$ cat config.mk
export PLATFORM = sky130hd
export DESIGN_NAME = fg_motion_gate
export DESIGN_NICKNAME = d
export VERILOG_FILES = /design/src/rtl/fg_gate_pkg.sv /design/src/rtl/fg_gate_counter.sv /design/src/rtl/fg_gate_ctrl.sv /design/src/rtl/fg_motion_gate.sv
export SDC_FILE = /design/constraint.sdc
export NUM_CORES = 1
export LEC_CHECK = 0
export ABC_AREA = 1
export ABC_CLOCK_PERIOD_IN_PS = 3500
export BUFFER_PORTS_ARGS = -buffer_cell sky130_fd_sc_hd__clkbuf_2
export CORE_MARGIN = 1
export CORE_UTILIZATION = 58
export CTS_CLUSTER_SIZE = 30
export DETAILED_ROUTE_END_ITERATION = 7
export PLACE_DENSITY = 0.79
export SLEW_MARGIN = 0
export SYNTH_ARGS = -nofsm -noshare
export SYNTH_HDL_FRONTEND = slang
export SYNTH_SLANG_ARGS = --single-unit
$ cat constraint.sdc
create_clock -name clk -period 3.5 [get_ports clk]
set_clock_uncertainty 0.2 [all_clocks]
set_input_delay 0.175 -clock clk [delete_from_list [all_inputs] [get_ports clk]]
set_output_delay 0.175 -clock clk [all_outputs]
set_load 0.05 [all_outputs]
$ cat src/rtl/fg_gate_pkg.sv
package fg_gate_pkg;
  // Bits needed to hold every count value from 0 to n inclusive.
  function automatic int count_bits(input int n);
    return $clog2(n + 1);
  endfunction
endpackage

$ cat src/rtl/fg_gate_counter.sv
module fg_gate_counter #(
  parameter int MAX_PIXELS = 172800,
  parameter int CNT_W      = fg_gate_pkg::count_bits(MAX_PIXELS)
) (
  input  logic             clk,
  input  logic             rst_n,
  input  logic             step,      // accepted beat that belongs to a frame
  input  logic             restart,   // the beat opens a new frame
  input  logic             fg,
  output logic [CNT_W-1:0] cnt_next,  // count including this beat
  output logic [CNT_W-1:0] cnt_q
);
  localparam logic [CNT_W-1:0] CAP = CNT_W'(MAX_PIXELS);

  logic [CNT_W-1:0] base;

  always_comb begin
    base = restart ? '0 : cnt_q;
    if (fg && base < CAP) cnt_next = base + 1'b1;
    else                  cnt_next = base;
  end

  always_ff @(posedge clk) begin
    if (!rst_n)    cnt_q <= '0;
    else if (step) cnt_q <= cnt_next;
  end

  assert_sat_bound_R8: assert property (@(posedge clk) disable iff (!rst_n)
    cnt_q <= CAP);
  assert_restart_clears_R5: assert property (@(posedge clk) disable iff (!rst_n)
    (step && restart) |=> (cnt_q <= 1));
endmodule

$ cat src/rtl/fg_gate_ctrl.sv
module fg_gate_ctrl #(
  parameter int CNT_W = 18
) (
  input  logic             clk,
  input  logic             rst_n,
  input  logic             acc,
  input  logic             sof,
  input  logic             eof,
  input  logic [CNT_W-1:0] threshold,
  output logic             live,      // accepted beat belongs to a frame
  output logic             close,     // accepted beat ends a frame
  output logic [CNT_W-1:0] thr_eff,   // threshold in force for this beat
  output logic             abort_err
);
  logic             in_frame;
  logic [CNT_W-1:0] thr_q;

  assign live    = acc && (in_frame || sof);
  assign close   = live && eof;
  assign thr_eff = sof ? threshold : thr_q;

  always_ff @(posedge clk) begin
    if (!rst_n) begin
      in_frame  <= 1'b0;
      thr_q     <= '0;
      abort_err <= 1'b0;
    end else begin
      abort_err <= acc && sof && in_frame;
      if (acc && sof) thr_q <= threshold;
      if (live) in_frame <= !eof;
    end
  end

  assert_thr_hold_R6: assert property (@(posedge clk) disable iff (!rst_n)
    (in_frame && !(acc && sof)) |=> $stable(thr_q));
  assert_abort_needs_frame_R5: assert property (@(posedge clk) disable iff (!rst_n)
    (acc && sof && !in_frame) |=> !abort_err);
endmodule

$ cat src/rtl/fg_motion_gate.sv
module fg_motion_gate #(
  parameter int MAX_PIXELS = 172800,
  parameter int CNT_W      = fg_gate_pkg::count_bits(MAX_PIXELS)
) (
  input  logic             clk,
  input  logic             rst_n,
  input  logic             in_valid,
  output logic             in_ready,
  input  logic             in_fg,
  input  logic             in_sof,
  input  logic             in_eof,
  input  logic [CNT_W-1:0] threshold,
  output logic             dec_valid,
  output logic             dec_keep,
  output logic [CNT_W-1:0] dec_count,
  output logic             abort_err
);
  logic             acc, live, close;
  logic [CNT_W-1:0] thr_eff, cnt_next, cnt_q;

  assign acc = in_valid && in_ready;

  fg_gate_ctrl #(.CNT_W(CNT_W)) u_ctrl (
    .clk(clk), .rst_n(rst_n), .acc(acc), .sof(in_sof), .eof(in_eof),
    .threshold(threshold), .live(live), .close(close), .thr_eff(thr_eff),
    .abort_err(abort_err)
  );

  fg_gate_counter #(.MAX_PIXELS(MAX_PIXELS), .CNT_W(CNT_W)) u_cnt (
    .clk(clk), .rst_n(rst_n), .step(live), .restart(in_sof), .fg(in_fg),
    .cnt_next(cnt_next), .cnt_q(cnt_q)
  );

  always_ff @(posedge clk) begin
    if (!rst_n) begin
      in_ready  <= 1'b0;
      dec_valid <= 1'b0;
      dec_keep  <= 1'b0;
      dec_count <= '0;
    end else begin
      in_ready  <= 1'b1;
      dec_valid <= close;
      if (close) begin
        dec_keep  <= cnt_next > thr_eff;
        dec_count <= cnt_next;
      end
    end
  end

  assert_dec_after_eof_R4: assert property (@(posedge clk) disable iff (!rst_n)
    dec_valid |-> $past(acc && in_eof));
  assert_count_bound_R1: assert property (@(posedge clk) disable iff (!rst_n)
    dec_valid |-> dec_count <= CNT_W'(MAX_PIXELS));
  assert_ready_held_R9: assert property (@(posedge clk) disable iff (!rst_n)
    in_ready |=> in_ready);
endmodule

==> flow_metrics.py <==
metrics = {
    "outcome": {
        "outcome": "finished clean",
    },
    "routing": {
        "wl_per_cell_um": 13.9,
        "vias_per_cell": 5.38,
        "vias": 3709,
        "firstDrtPassIters": 5,
        "post-route-drc-count": 0,
        "detail-route-antenna-nets": 0,
        "drt_wl_total_um": 9600,
        "first_iter_violations": 332,
    },
    "floorplan": {
        "io_pins": 46,
        "die_h_um": 80.2,
        "std_cell_rows": 28,
        "die_w_um": 80.2,
        "core_area_um2": 5920,
        "dieArea_um2": 6430,
        "start_util_pct": 59.8,
    },
    "timing": {
        "tightest_slew_ps": 1060,
        "report.final.slew_viol_count": 0,
        "fin_crit_ps": 2960,
        "slew_headroom_pct": 28.8,
        "post-route-period-util_pct": 84.5,
        "max_freq_mhz": 338,
        "rsz0062_at_grt": "false",
        "fin_tns_setup_ps": 0,
        "finalHoldViolCount": 0,
        "finalSetupViolCount": 0,
        "whs_ps": 34.0,
    },
    "critical_path": {
        "max_stage_delay_ps": 350,
        "crit_required_ps": 3590,
        "worstSetupPathType": "register to register",
        "worst_path_max_delay_cell": "dfxtp_1",
        "cp_num_cells": 19,
        "cp.arrival_ps": 3050,
        "cp_max_fo": 5,
        "cp_common_cell": "nand2_1",
        "crit_path_start_kind": "register",
        "rr_worst_depth": 19,
        "endpoint_kind": "register",
        "crit_family": "simple AND/OR/NAND/NOR gates",
        "cp_num_buf_inv": 3,
        "worstPathCellList": "inv_1, nor2_1, ha_1, nand4_4, nor2_2, nand2_1, nand2_1, nand2_1, o21ai_1, inv_1, ha_1, nand2_1, inv_1, nand3_1, nor3_1, o211ai_1, nand3_1, nand2_1, nand2_1",
    },
    "global_routing": {
        "grt_max_degree": 39,
        "grt_pass1_wl_um": 15900,
        "antenna_found_initial": 0,
        "grt_pass1_vias": 3514,
        "track_usage_pct": 32.5,
        "grt_overflow": 0,
    },
    "clock_tree": {
        "cts_buffer_depth": 2,
        "cts_resized": 0,
        "numCtsBuffers": 9,
        "cts-root-buf": "clkbuf_8",
        "h-tree-depth": 3,
        "path_clk_slew_ps": 70,
        "insertion_delay_ps": 340,
        "tritoncts": "done",
        "cts_sinks": 59,
    },
    "synthesis": {
        "synth.distinct_cells": 32,
        "yosysTopAreaCellShare_pct": 33.3,
        "yosys.area.top_type": "dfxtp_1",
        "syn_area_um2": 3540,
        "yosys_warnings": 0,
        "netlist_instances": 553,
        "syn_avg_cell_area_um2": 6.41,
        "synth.area.top_cells": "dfxtp_1 33%, nand2_1 17%, inv_1 7.7%",
        "synth_nets": 596,
        "synth_seq_cells": 59,
        "ys_seq_area_share_pct": 33.3,
    },
    "placement": {
        "postPlaceCellArea_um2": 3780,
        "io_buffers": 45,
        "dp_cells": 656,
        "dp_hpwl_um": 6960,
        "place.gp.congestion": 0.985,
    },
    "run": {
        "drv_cap": 0,
    },
    "min_path": {
        "min_path_type": "input pin to register",
        "worstHoldPathCells": 4,
    },
    "cells_and_area": {
        "design_area_um2": 4170,
        "finalNetCount": 653,
        "drive_above_1_share_pct": 13.7,
        "final_common_cell": "nand2_1",
        "fin_cells": 690,
        "layout_common_cells": "163 x nand2_1, 73 x inv_1, 59 x dfxtp_1",
        "synthToLayoutAreaGrowth_pct": 17.7,
        "antenna_cells": 0,
    },
    "pwr": {
        "total_power_mw": 1.65,
        "p_leak_nw": 2.07,
        "pwr_density_cell_nw_per_um2": 395,
        "peakVddDrop_mv": 0.318,
    },
}
==> where the power goes <==
part	leakage, nW	switching, mW	internal (mW)
Clock	0.103	0.284	0.399
Sequential	0.481	0.0176	0.698
Combinational	1.48	0.160	0.0882
==> stage by stage <==
step | utilization, % | worst slack (ps)
finish | 70.4 | 543
global route | 70.4 | 202
CTS | 70.4 | 565
detailed placement | 63.8 | 469
global placement | 63.8 | 526
floorplan | - | 949
==> registers in the layout (all words and copies together) (netlist names) <==
signal	count
dec_count	18
u_cnt.cnt_q	18
in_ready	1
u_ctrl.abort_err	1
dec_keep	1
u_ctrl.in_frame	1
u_ctrl.thr_q	18
dec_valid	1
==> area by class of cell <==
class / instances / area (um^2)
fillers: 544 / 1750
inverters: 77 / 289
clock buffers: 11 / 131
repair buffers: 68 / 443
clock inverters: 5 / 77.6
well taps: 75 / 93.8
flip-flops and latches: 59 / 1180
multi-input cells: 395 / 1950
==> logic make-up after synthesis <==
family | share of synthesized area (%)
AO/OA/AOI/OAI | 18.3
AND/OR/NAND/NOR | 29.9
XOR/XNOR | 0.247
buffers and inverters | 11.5
adder cells (fa/ha/maj) | 6.71
flip-flops | 33.3
==> path summary, 6_finish.rpt <==
check	start	end	slack (ps)
setup / recovery	u_cnt.cnt_q[0]	dec_keep	540
hold / removal	in_eof	u_ctrl.in_frame	30
hold reg to reg	dec_count[17]	dec_count[17]	250
setup reg to reg	u_cnt.cnt_q[0]	dec_keep	540
==> repair_timing <==
action,CTS,global route
endpoints found under the hold margin,18,0
buffers inserted,0,0
setup endpoints to repair,0,0
hold buffers,18,0
==> synthesized netlist by cell type <==
cell	n
clkinv_1	1
nand3b_1	1
buf_2	3
nor3_1	4
o21ai_1	19
inv_1	73
nand2_2	3
clkbuf_1	14
dfxtp_1	59
a31oi_1	1
a211oi_1	2
nor2_1	49
nor2_2	3
nand2_1	163
a21oi_1	41
nand4_1	7
o22ai_1	1
inv_2	3
nand3_2	2
nand3_1	18
a21oi_2	1
o21bai_1	1
nor2_4	2
nand4_4	1
buf_4	1
o21ai_0	50
o21ai_2	4
xnor2_1	1
o211ai_1	1
buf_6	4
ha_1	19
o21bai_2	1
==> per-layer routing <==
metal | GRT usage, % | vias up | wire (um)
li1 | - | 1886 | -
met3 | 5.00 | 37 | 624
met2 | 54.4 | 133 | 4490
met5 | 0 | - | 0
met1 | 40.3 | 1653 | 4160
met4 | 16.1 | 0 | 323
==> worst reg2reg max path: stages, from the launching register on <==
cell	delay (ps)
dfxtp_1	350
inv_1	80
nor2_1	140
ha_1	260
nand4_4	160
nor2_2	180
nand2_1	60
nand2_1	60
nand2_1	50
o21ai_1	150
inv_1	80
ha_1	280
nand2_1	40
inv_1	60
nand3_1	130
nor3_1	270
o211ai_1	140
nand3_1	110
nand2_1	50
nand2_1	50
Power figures use the tool's default switching activity.
